--- src/rtl/stepx_pkg.sv ---
package stepx_pkg;
  localparam int QUAD_W = 4;
  localparam int CODE_W = 4;
  localparam int POS_W  = QUAD_W + 2;
  localparam int MODE_W = 3;

  typedef enum logic [MODE_W-1:0] {
    MD_FULL_MID  = 3'b000,
    MD_FULL_MAX  = 3'b001,
    MD_HALF      = 3'b010,
    MD_HALF_MAX  = 3'b011,
    MD_QUARTER   = 3'b100,
    MD_EIGHTH    = 3'b101,
    MD_SIXTEENTH = 3'b110,
    MD_STANDBY   = 3'b111
  } stepMode_e;

  typedef struct packed {
    logic      stepEn;
    logic      dirRev;
    stepMode_e mode;
  } stepStrobe_t;

  function automatic logic [2:0] strideShift(input stepMode_e m);
    case (m)
      MD_FULL_MID, MD_FULL_MAX: strideShift = 3'd4;
      MD_HALF, MD_HALF_MAX:     strideShift = 3'd3;
      MD_QUARTER:               strideShift = 3'd2;
      MD_EIGHTH:                strideShift = 3'd1;
      default:                  strideShift = 3'd0;
    endcase
  endfunction

  function automatic logic isMaxHold(input stepMode_e m);
    isMaxHold = (m == MD_FULL_MAX) || (m == MD_HALF_MAX);
  endfunction
endpackage

--- src/rtl/stepx_ctrl.sv ---
module stepx_ctrl
  import stepx_pkg::*;
#(
  parameter int SYNC_STAGES = 2,
  parameter bit MICRO_EN    = 1'b1
) (
  input  logic              clk,
  input  logic              rst,
  input  logic              stepIn,
  input  logic              dirIn,
  input  logic [MODE_W-1:0] modeIn,
  output stepStrobe_t       strb
);
  localparam int BUS_W = MODE_W + 2;

  logic [BUS_W-1:0] rawBus;
  logic [BUS_W-1:0] chain [SYNC_STAGES];
  logic             syncStep, syncDir, stepPrev, stepRise, standby;
  stepMode_e        syncMode;

  assign rawBus = {stepIn, dirIn, modeIn};

  always_ff @(posedge clk or posedge rst) begin
    if (rst) begin
      for (int i = 0; i < SYNC_STAGES; i++) chain[i] <= '0;
    end else begin
      chain[0] <= rawBus;
      for (int i = 1; i < SYNC_STAGES; i++) chain[i] <= chain[i-1];
    end
  end

  assign syncStep = chain[SYNC_STAGES-1][BUS_W-1];
  assign syncDir  = chain[SYNC_STAGES-1][BUS_W-2];
  assign syncMode = stepMode_e'(chain[SYNC_STAGES-1][MODE_W-1:0]);

  always_ff @(posedge clk or posedge rst) begin
    if (rst) stepPrev <= 1'b0;
    else     stepPrev <= syncStep;
  end

  assign stepRise = syncStep & ~stepPrev;

  generate
    if (MICRO_EN) begin : g_micro
      assign standby = (syncMode == MD_STANDBY);
    end else begin : g_fullhalf
      assign standby = syncMode[MODE_W-1];
    end
  endgenerate

  always_comb begin
    strb.stepEn = stepRise & ~standby;
    strb.dirRev = syncDir;
    strb.mode   = syncMode;
  end

  // one strobe per synchronized rising edge
  p_single_pulse_r2: assert property (@(posedge clk) disable iff (rst)
    strb.stepEn |=> !strb.stepEn);
endmodule

--- src/rtl/stepx_datapath.sv ---
module stepx_datapath
  import stepx_pkg::*;
(
  input  logic              clk,
  input  logic              rst,
  input  stepStrobe_t       strb,
  output logic              polA,
  output logic [CODE_W-1:0] codeA,
  output logic              polB,
  output logic [CODE_W-1:0] codeB,
  output logic              twoPhase
);
  localparam logic [CODE_W-1:0] MID_CODE = CODE_W'(1) << (CODE_W - 1);

  logic [POS_W-1:0]  posIdx, nextIdx, stride, lowMask, floorIdx, ceilIdx;
  logic [POS_W-1:0]  showIdx;
  logic [2:0]        shiftAmt;
  logic [1:0]        quad;
  logic [QUAD_W-1:0] sub;
  logic [CODE_W-1:0] riseMag, fallMag, magA, magB;
  stepMode_e         actMode;

  always_comb begin
    shiftAmt = strideShift(strb.mode);
    stride   = POS_W'(1) << shiftAmt;
    lowMask  = stride - 1'b1;
    floorIdx = posIdx & ~lowMask;
    ceilIdx  = (posIdx + lowMask) & ~lowMask;
    if (!strb.dirRev)                 nextIdx = floorIdx + stride;
    else if (strb.mode == MD_FULL_MID) nextIdx = floorIdx - stride;
    else                              nextIdx = ceilIdx - stride;
  end

  always_ff @(posedge clk or posedge rst) begin
    if (rst) begin
      posIdx  <= '0;
      actMode <= MD_HALF;
    end else if (strb.stepEn) begin
      posIdx  <= nextIdx;
      actMode <= strb.mode;
    end
  end

  always_comb begin
    showIdx = posIdx;
    if (actMode == MD_FULL_MID)
      showIdx = {posIdx[POS_W-1 -: 2], 1'b1, {(QUAD_W-1){1'b0}}};
    quad    = showIdx[POS_W-1 -: 2];
    sub     = showIdx[QUAD_W-1:0];
    riseMag = CODE_W'(sub);
    fallMag = (sub == '0) ? '1 : CODE_W'(~sub + 1'b1);
    magA    = quad[0] ? riseMag : fallMag;
    magB    = quad[0] ? fallMag : riseMag;
    if (isMaxHold(actMode)) begin
      if (magA != '0) magA = '1;
      if (magB != '0) magB = '1;
    end
  end

  assign codeA    = magA;
  assign codeB    = magB;
  assign polA     = quad[1] ^ quad[0];
  assign polB     = quad[1];
  assign twoPhase = (magA == MID_CODE) && (magB == MID_CODE);

  // without a strobe nothing moves
  p_idle_hold_r2: assert property (@(posedge clk) disable iff (rst)
    !strb.stepEn |=> ($stable(posIdx) && $stable(actMode)));
  // every accepted step changes the position
  p_step_moves_r4: assert property (@(posedge clk) disable iff (rst)
    strb.stepEn |=> (posIdx != $past(posIdx)));
  // the control never issues a strobe in standby
  p_no_standby_step_r9: assert property (@(posedge clk) disable iff (rst)
    strb.stepEn |-> (strb.mode != MD_STANDBY));
  // a dead coil A pairs with a full coil B
  p_zero_pairs_full_r5: assert property (@(posedge clk) disable iff (rst)
    (codeA == '0) |-> (codeB == '1));
  // the monitor never rises in a full-current pattern
  p_mon_not_max_r8: assert property (@(posedge clk) disable iff (rst)
    twoPhase |-> !isMaxHold(actMode));
endmodule

--- src/rtl/step_translator.sv ---
module step_translator
  import stepx_pkg::*;
#(
  parameter int SYNC_STAGES = 2,
  parameter bit MICRO_EN    = 1'b1
) (
  input  logic        clk,
  input  logic        rst,
  input  logic        stepIn,
  input  logic        dirIn,
  input  logic [2:0]  modeIn,
  output logic        polA,
  output logic [3:0]  codeA,
  output logic        polB,
  output logic [3:0]  codeB,
  output logic        twoPhase
);
  stepStrobe_t strb;

  stepx_ctrl #(
    .SYNC_STAGES(SYNC_STAGES),
    .MICRO_EN   (MICRO_EN)
  ) u_ctrl (
    .clk   (clk),
    .rst   (rst),
    .stepIn(stepIn),
    .dirIn (dirIn),
    .modeIn(modeIn),
    .strb  (strb)
  );

  stepx_datapath u_dp (
    .clk     (clk),
    .rst     (rst),
    .strb    (strb),
    .polA    (polA),
    .codeA   (codeA),
    .polB    (polB),
    .codeB   (codeB),
    .twoPhase(twoPhase)
  );
endmodule

--- config.mk ---
export PLATFORM = sky130hd
export DESIGN_NAME = step_translator
export DESIGN_NICKNAME = d
export VERILOG_FILES = /design/src/rtl/stepx_pkg.sv /design/src/rtl/stepx_ctrl.sv /design/src/rtl/stepx_datapath.sv /design/src/rtl/step_translator.sv
export SDC_FILE = /design/constraint.sdc
export NUM_CORES = 1
export LEC_CHECK = 0
export CORE_ASPECT_RATIO = 0.5
export CORE_MARGIN = 2
export CORE_UTILIZATION = 57
export DETAILED_ROUTE_END_ITERATION = 12
export PLACE_DENSITY_LB_ADDON = 0.3
export SETUP_SLACK_MARGIN = 0.15
export SKIP_LAST_GASP = 1
export SYNTH_ARGS = -nofsm -noshare
export SYNTH_HDL_FRONTEND = slang
export SYNTH_SLANG_ARGS = --single-unit
--- constraint.sdc ---
create_clock -name clk -period 3.4 [get_ports clk]
set_input_delay 0.68 -clock clk [delete_from_list [all_inputs] [get_ports clk]]
set_output_delay 0.68 -clock clk [all_outputs]
set_load 0.01 [all_outputs]
== Word level (Yosys, flattened, before mapping) ==
Index checks and enable logic that the tools add are counted.

* Input port bits: 7
* Register bits after elaboration: 20
* Word-level logic and storage cells: 51

* Reductions and logical operators: 9
* Bitwise operators: 9
* Shifts and indexed selects: 1
* Add/subtract/negate cells: 6
* Eq/ne operators: 10
* Multiplexer cells: 11

{| class="wikitable"
|+ Operators by type and width
! kind !! number
|-
| $mux 4 || 8
|-
| $add 6x6->6 || 2
|-
| $and 6x6->6 || 2
|-
| $mux 6 || 2
|-
| $pmux 3 s4 || 1
|-
| $sub 6x6->6 || 2
|-
| $eq 3x2->1 const B || 3
|-
| $eq 3x3->1 const B || 3
|-
| $eq 4x4->1 const B || 2
|-
| $reduce_bool 4->1 || 2
|-
| $eq 3x1->1 const B || 2
|-
| $logic_not 3->1 || 2
|-
| $not 6->6 || 1
|-
| $shl 1x3->6 const A || 1
|-
| $sub 6x1->6 const B || 1
|-
| $add 4x1->4 const B || 1
|-
| $logic_not 4->1 || 1
|-
| $not 4->4 || 1
|-
| $reduce_or 2->1 || 2
|-
| $and 1x1->1 || 2
|-
| $not 1->1 || 2
|-
| $logic_and 1x1->1 || 1
|-
| $logic_or 1x1->1 || 1
|-
| $xor 1x1->1 || 1
|}

== Depth between registers and ports, before layout ==
* Word-level depth: 11
* Depth in mapped cells: 16
* Depth with buffers taken out: 15

== Modules after synthesis ==
Synthesis repeated with hierarchy kept, for this count alone.

* Cells, all modules: 225
* Area total of the unflattened synthesis: 1826.8 µm²

{| class="wikitable"
|+ By module, submodules not included
! module !! cells each !! area an instance (µm²) !! seq. area each (µm²) !! instances
|-
| stepx_datapath || 207 || 1505.2 || 226.5 || 1
|-
| stepx_ctrl || 18 || 321.6 || 275.3 || 1
|}

== Worst setup path after synthesis ==
OpenSTA, ideal clock, no wires.

* Path type: register -> register
* From: reg u_ctrl.chain (netlist bit u_ctrl.strb[1])
* To: reg u_dp.posIdx[5]
* Buffers on the path: 0
* Stages on the path, launching flop included: 15
* Setup time: 143 ps
* Slack: 293 ps
* Data required time: 3257 ps
* Arrival: 2964 ps
* Cell sequence: dfrtp_1 -> and2b_1 -> nand2_1 -> ha_1 -> inv_1 -> fa_1 -> nand2_1 -> o21ai_0 -> ha_1 -> nor2b_1 -> nor3_1 -> o21bai_1 -> a21oi_1 -> xnor2_1 -> a31oi_1

* Cells in the longest elaborated chain, start to end: 10
* Elaborated cells on any way between the ends: 23
* Those cells by class: add/sub (5); eq/ne (6); shift (1); mux (3); bitwise (5); reduce/logical (3)

{| class="wikitable"
|+ RTL lines
! item !! line !! source
|-
| start, declared || stepx_ctrl.sv:17 || <nowiki>logic [BUS_W-1:0] chain [SYNC_STAGES];</nowiki>
|-
| $eq 3x2->1, or another cell as far along || stepx_pkg.sv:25 || <nowiki>case (m)</nowiki>
|-
| $reduce_or 2->1 || stepx_pkg.sv:25 ||
|-
| $pmux 3 s4 || stepx_pkg.sv:25 ||
|-
| $shl 1x3->6 || stepx_datapath.sv:25 || <nowiki>stride = POS_W'(1) << shiftAmt;</nowiki>
|-
| $sub 6x1->6 || stepx_datapath.sv:26 || <nowiki>lowMask = stride - 1'b1;</nowiki>
|-
| $add 6x6->6 / $not 6->6 (equally long branches) || stepx_datapath.sv:28, stepx_datapath.sv:27 ||
|-
| $and 6x6->6 (on tied branches) || stepx_datapath.sv:28, stepx_datapath.sv:27 ||
|-
| $sub 6x6->6 (on tied branches) || stepx_datapath.sv:31, stepx_datapath.sv:30 ||
|-
| $mux 6 || stepx_datapath.sv:30 || <nowiki>else if (strb.mode == MD_FULL_MID) nextIdx = floorIdx - stride;</nowiki>
|-
| $mux 6 || stepx_datapath.sv:29 || <nowiki>if (!strb.dirRev) nextIdx = floorIdx + stride;</nowiki>
|-
| end signal, assigned || stepx_datapath.sv:39 || <nowiki>posIdx <= nextIdx;</nowiki>
|-
| end, declared || stepx_datapath.sv:15 || <nowiki>logic [POS_W-1:0] posIdx, nextIdx, stride, lowMask, floorIdx, ceilIdx;</nowiki>
|}

Parallel ways exist; a longest one is shown, timed or not.
A chain may end at the register's enable or synchronous reset.

== Worst setup path after layout ==
* From: reg u_dp.actMode[2]
* To: out codeB[1]

* Cells in the longest elaborated chain, start to end: 9
* Elaborated cells on any way between the ends: 13
* Those cells by class: add/sub (1); eq/ne (2); mux (5); bitwise (1); reduce/logical (4)

{| class="wikitable"
|+ RTL lines
! item !! line !! source
|-
| start, declared || stepx_datapath.sv:21 || <nowiki>stepMode_e actMode;</nowiki>
|-
| start signal, assigned || stepx_datapath.sv:40 || <nowiki>actMode <= strb.mode;</nowiki>
|-
| $logic_not 3->1 || stepx_datapath.sv:46 || <nowiki>if (actMode == MD_FULL_MID)</nowiki>
|-
| $mux 4 || stepx_datapath.sv:46 ||
|-
| $not 4->4 || stepx_datapath.sv:51 || <nowiki>fallMag = (sub == '0) ? '1 : CODE_W'(~sub + 1'b1);</nowiki>
|-
| $add 4x1->4 || stepx_datapath.sv:51 ||
|-
| $mux 4 || stepx_datapath.sv:51 ||
|-
| $mux 4 || stepx_datapath.sv:53 || <nowiki>magB = quad[0] ? fallMag : riseMag;</nowiki>
|-
| $reduce_bool 4->1 || stepx_datapath.sv:56 || <nowiki>if (magB != '0) magB = '1;</nowiki>
|-
| $mux 4 || stepx_datapath.sv:56 ||
|-
| $mux 4 (*) || stepx_datapath.sv:54 || <nowiki>if (isMaxHold(actMode)) begin</nowiki>
|-
| end, declared || step_translator.sv:15 || <nowiki>output logic [3:0] codeB,</nowiki>
|}

Mark *: on every way between the ends. The rest lies on a longest branch, timed or not.

==> qor.json <==
{
  "routedWlPerCell": {"value": 14.5, "unit": "µm"},
  "grt_setup_unrepaired": {"value": "yes"},
  "final_hold_viol_count": {"value": 0},
  "tritoncts.num_buffers": {"value": 3},
  "drt_pass1_iterations": {"value": 6},
  "cts_tree": {"value": "yes"},
  "layout-drive-gt1-share": {"value": 16.3, "unit": "%"},
  "post_synth.cell_area_avg": {"value": 8.45, "unit": "µm²"},
  "fp.dieArea": {"value": 0.00372, "unit": "mm²"},
  "initial_utilization": {"value": 60.5, "unit": "%"},
  "crit_end": {"value": "codeB[1]"},
  "final_setup_vio_count": {"value": 0},
  "capturing_element_type_of_the_critical_path": {"value": "primary output"},
  "final_cells": {"value": 279},
  "timing_max_transition_violations_final": {"value": 0},
  "clock_latency": {"value": 0.26, "unit": "ns"},
  "die_w": {"value": 84.2, "unit": "µm"},
  "clock_sinks": {"value": 20},
  "clkSlewWorstSetupHoldPaths": {"value": 0.07, "unit": "ns"},
  "cts-root-buf": {"value": "sky130_fd_sc_hd__clkbuf_8"},
  "hold_class": {"value": "flip-flop to flip-flop"},
  "synth_edf_count": {"value": 0},
  "cellLeakagePower": {"value": 0.984, "unit": "nW"},
  "globalRouteOverflowTotal": {"value": 0},
  "holdWs": {"value": 0.350, "unit": "ns"},
  "post-dp-hpwl": {"value": 3.04, "unit": "mm"},
  "routed_wl": {"value": 4.05, "unit": "mm"},
  "synth_flop_cell": {"value": "sky130_fd_sc_hd__dfrtp_1"},
  "cts-root-to-sink-buffers": {"value": 2},
  "worst-r2r-cell-count": {"value": 13},
  "antenna_violations_before_repair": {"value": 0},
  "critical_path.slowest_cell": {"value": "sky130_fd_sc_hd__dfrtp_1"},
  "row_count": {"value": 14},
  "vias_after_detailed_routing": {"value": 1598},
  "cp.required": {"value": 2.72, "unit": "ns"},
  "crit_start": {"value": "u_dp.actMode[2]"},
  "timing.critical_path.max_delay_family": {"value": "simple AND/OR/NAND/NOR gates"},
  "core-area": {"value": 0.00303, "unit": "mm²"},
  "maxCapViolations": {"value": 0},
  "clock-skew-final": {"value": 0.00502, "unit": "ns"},
  "critical_path.reg2reg.endpoint": {"value": "u_dp.posIdx[4]"},
  "post_drt_via_cell_ratio": {"value": 5.73},
  "final_min_period_over_clock_period": {"value": 92.9, "unit": "%"},
  "setup_slack_at_placement": {"value": 0.0442, "unit": "ns"},
  "critical_r2r_launch": {"value": "u_ctrl.strb[1]"},
  "timing.reg2reg.setup_slack": {"value": 0.29, "unit": "ns"},
  "io_buffers": {"value": 17},
  "critical_path_buf_inv_count": {"value": 2},
  "crit_path_start_kind": {"value": "flip-flop"},
  "synth-seq-area-share": {"value": 27.4, "unit": "%"},
  "yosys_warnings": {"value": 0},
  "timing.setup.critical_path_class": {"value": "flip-flop to primary output"},
  "post-route-min-period": {"value": 3.16, "unit": "ns"},
  "timing.final.ws_setup": {"value": 0.240, "unit": "ns"},
  "worstHoldStart": {"value": "u_ctrl.chain[9]"},
  "grt_pass1_wl": {"value": 6.71, "unit": "mm"},
  "antenna-diode-count": {"value": 0},
  "timing.critical_path.slowest_cell_delay": {"value": 0.41, "unit": "ns"},
  "post_synth_instance_area": {"value": 0.00183, "unit": "mm²"},
  "crit_path_cell_trace": {"value": "or3_4 > nand2_2 > ha_4 > o211ai_1 > a21oi_1 > a31oi_1 > nor3_2 > buf_4 > a21oi_1 > dlygate4sd2_1"},
  "placed_cells_incl_taps": {"value": 274},
  "maxClockFrequency": {"value": 316, "unit": "MHz"},
  "layout_area_growth_over_synthesis": {"value": 19.6, "unit": "%"},
  "remaining_drc_errors": {"value": 0},
  "vdd.ir_drop.worst": {"value": 405, "unit": "µV"},
  "cts_htree_levels": {"value": 1},
  "postRouteAntennaNets": {"value": 0},
  "hold_fix_buffers_at_cts": {"value": 0},
  "number_of_distinct_library_cells_after_synthesis": {"value": 55},
  "io-pin-count": {"value": 18},
  "max-slew-margin-rel": {"value": 49.8, "unit": "%"},
  "postSynthCellCount": {"value": 217},
  "final.setup.tns": {"value": 0, "unit": "ns"},
  "grt_start_max_net_pins": {"value": 21},
  "ys_seq_elements": {"value": 20},
  "nNetsFinal": {"value": 268},
  "synth-async-reset-ratio": {"value": 100, "unit": "%"},
  "worst_path_most_repeated_cell": {"value": "sky130_fd_sc_hd__a21oi_1"},
  "status": {"value": "finished clean"},
  "grt_use_total": {"value": 23.0, "unit": "%"},
  "worstSetupPathDepth": {"value": 10},
  "critical_path_peak_fanout": {"value": 8},
  "power-per-cell-area": {"value": 628, "unit": "mW/mm²"},
  "first_global_vias": {"value": 1454},
  "tightest_slew": {"value": 0.752, "unit": "ns"},
  "gp_routability_congestion": {"value": 0.897},
  "data_arrival_time_at_the_worst_slack_endpoint": {"value": 2.48, "unit": "ns"},
  "drt_first_iter_violations": {"value": 98},
  "die_height": {"value": 44.1, "unit": "µm"}
}
## metrics by stage
step	power, mW	utilization, %	cell area [µm²]
2_1_floorplan	0.923	-	1840
6_report	1.38	72.4	2190
5_1_grt	1.50	72.4	2190
3_5_place_dp	1.19	68.2	2070
3_3_place_gp	1.16	68.2	2070
4_1_cts	1.36	70.8	2140
## report_power, final
group	internal, mW	total (mW)	switching, mW
registers	0.272	0.332	0.0599
clock network	0.103	0.181	0.0780
logic	0.424	0.865	0.442
## placed cells by master (no fill, tap or decap), types with 2 or more instances in the layout
| cell type | n |
|---|---|
| sky130_fd_sc_hd__nand2_1 | 21 |
| sky130_fd_sc_hd__dfrtp_1 | 19 |
| sky130_fd_sc_hd__a21oi_1 | 16 |
| sky130_fd_sc_hd__ha_1 | 16 |
| sky130_fd_sc_hd__inv_1 | 15 |
| sky130_fd_sc_hd__nor2_1 | 15 |
| sky130_fd_sc_hd__o21ai_0 | 12 |
| sky130_fd_sc_hd__buf_4 | 10 |
| sky130_fd_sc_hd__clkdlybuf4s50_1 | 9 |
| sky130_fd_sc_hd__nand3_1 | 6 |
| sky130_fd_sc_hd__xor2_1 | 6 |
| sky130_fd_sc_hd__nor3_1 | 5 |
| sky130_fd_sc_hd__a31oi_1 | 5 |
| sky130_fd_sc_hd__xnor2_1 | 5 |
| sky130_fd_sc_hd__dlygate4sd2_1 | 5 |
| sky130_fd_sc_hd__or3_1 | 4 |
| sky130_fd_sc_hd__o22a_1 | 4 |
| sky130_fd_sc_hd__clkbuf_8 | 4 |
| sky130_fd_sc_hd__nand2_2 | 3 |
| sky130_fd_sc_hd__nand2b_1 | 3 |
| sky130_fd_sc_hd__nor3_2 | 3 |
| sky130_fd_sc_hd__o22ai_1 | 3 |
| sky130_fd_sc_hd__ha_4 | 3 |
| sky130_fd_sc_hd__conb_1 | 3 |
| sky130_fd_sc_hd__dlymetal6s2s_1 | 3 |
| sky130_fd_sc_hd__or3_4 | 2 |
| sky130_fd_sc_hd__o21a_1 | 2 |
| sky130_fd_sc_hd__o211ai_1 | 2 |
| sky130_fd_sc_hd__nor2b_1 | 2 |
| sky130_fd_sc_hd__o21ai_2 | 2 |
| sky130_fd_sc_hd__a21o_1 | 2 |
| sky130_fd_sc_hd__mux2i_1 | 2 |
| sky130_fd_sc_hd__fa_1 | 2 |
## flip-flops by register name (all words and copies together) (netlist names)
register / cells
u_dp.actMode: 3
u_ctrl.stepPrev: 1
u_dp.posIdx: 6
u_ctrl.chain: 6
u_ctrl.strb: 4
## cell families after synthesis
logic type	share of synthesized area, %
buffers and inverters	6.21
XOR/XNOR	5.25
multiplexers	3.75
other	0.409
flip-flops	27.4
AO/OA/AOI/OAI	20.0
adder cells (fa/ha/maj)	15.1
AND/OR/NAND/NOR	21.9
## worst min-delay path by stage
stage,to,slack (ns),depth (start not counted)
floorplan,u_ctrl.chain[4],0.33,0
global placement,u_ctrl.strb[0],0.33,0
detailed placement,u_ctrl.chain[4],0.33,0
CTS,u_ctrl.chain[4],0.35,0
global route,u_ctrl.strb[0],0.36,0
finish,u_ctrl.chain[4],0.35,0
## per-layer routing
layer	routed length [µm]	GRT usage [%]
met5	0	0
met4	15	5.16
met3	261	3.92
met2	1820	38.6
met1	1960	31.9
## worst register-to-register path, delay by kind of cell (launching register included)
family / cells / cell delay, ns
and+or+nand+nor: 2 / 0.38
buffers and inverters: 1 / 0.06
DFF: 1 / 0.41
xor gates and xnor gates: 2 / 0.35
adders and majority gates: 3 / 0.97
AOI/OAI and AO/OA: 5 / 0.82
## cell usage after synthesis, drive strengths merged (2+ instances only)
cell     n  area (µm²)
dfrtp   19         475
nand2b   4        32.5
nand3    6        30.0
o22a     4        35.0
nor2    16        62.6
inv     15        56.3
nand4    2        27.5
a31oi    5        31.3
ha      19         238
xor2     6        52.6
conb     2        7.51
o22ai    4        31.3
a21oi   17        88.8
mux2     2        26.3
xnor2    5        43.8
nor3     8        45.0
and2     2        12.5
o211ai   2        15.0
a21o     2        15.0
fa       2        40.0
o21ai   15        78.8
buf      7        46.3
o21a     2        15.0
or3      6        42.5
nor2b    2        12.5
clkbuf   3        11.3
nand2   24        92.6
mux2i    3        42.5
## repair_timing
item                       4_1_cts  5_1_grt
resized for setup               12        9
gates cloned                     0        0
pin swaps                        1        2
setup endpoints to repair        9        6
setup buffers                    0        1
hold endpoints to repair         0        0
## final cells by class
| type | count | area [µm²] |
|---|---|---|
| multi-input cells | 173 | 1280 |
| fillers | 244 | 836 |
| flip-flops and latches | 20 | 502 |
| repair buffers | 27 | 246 |
| inverters | 15 | 56.3 |
| clock buffers | 4 | 55.1 |
| well taps | 40 | 50.0 |
Power figures use the tool's default switching activity.
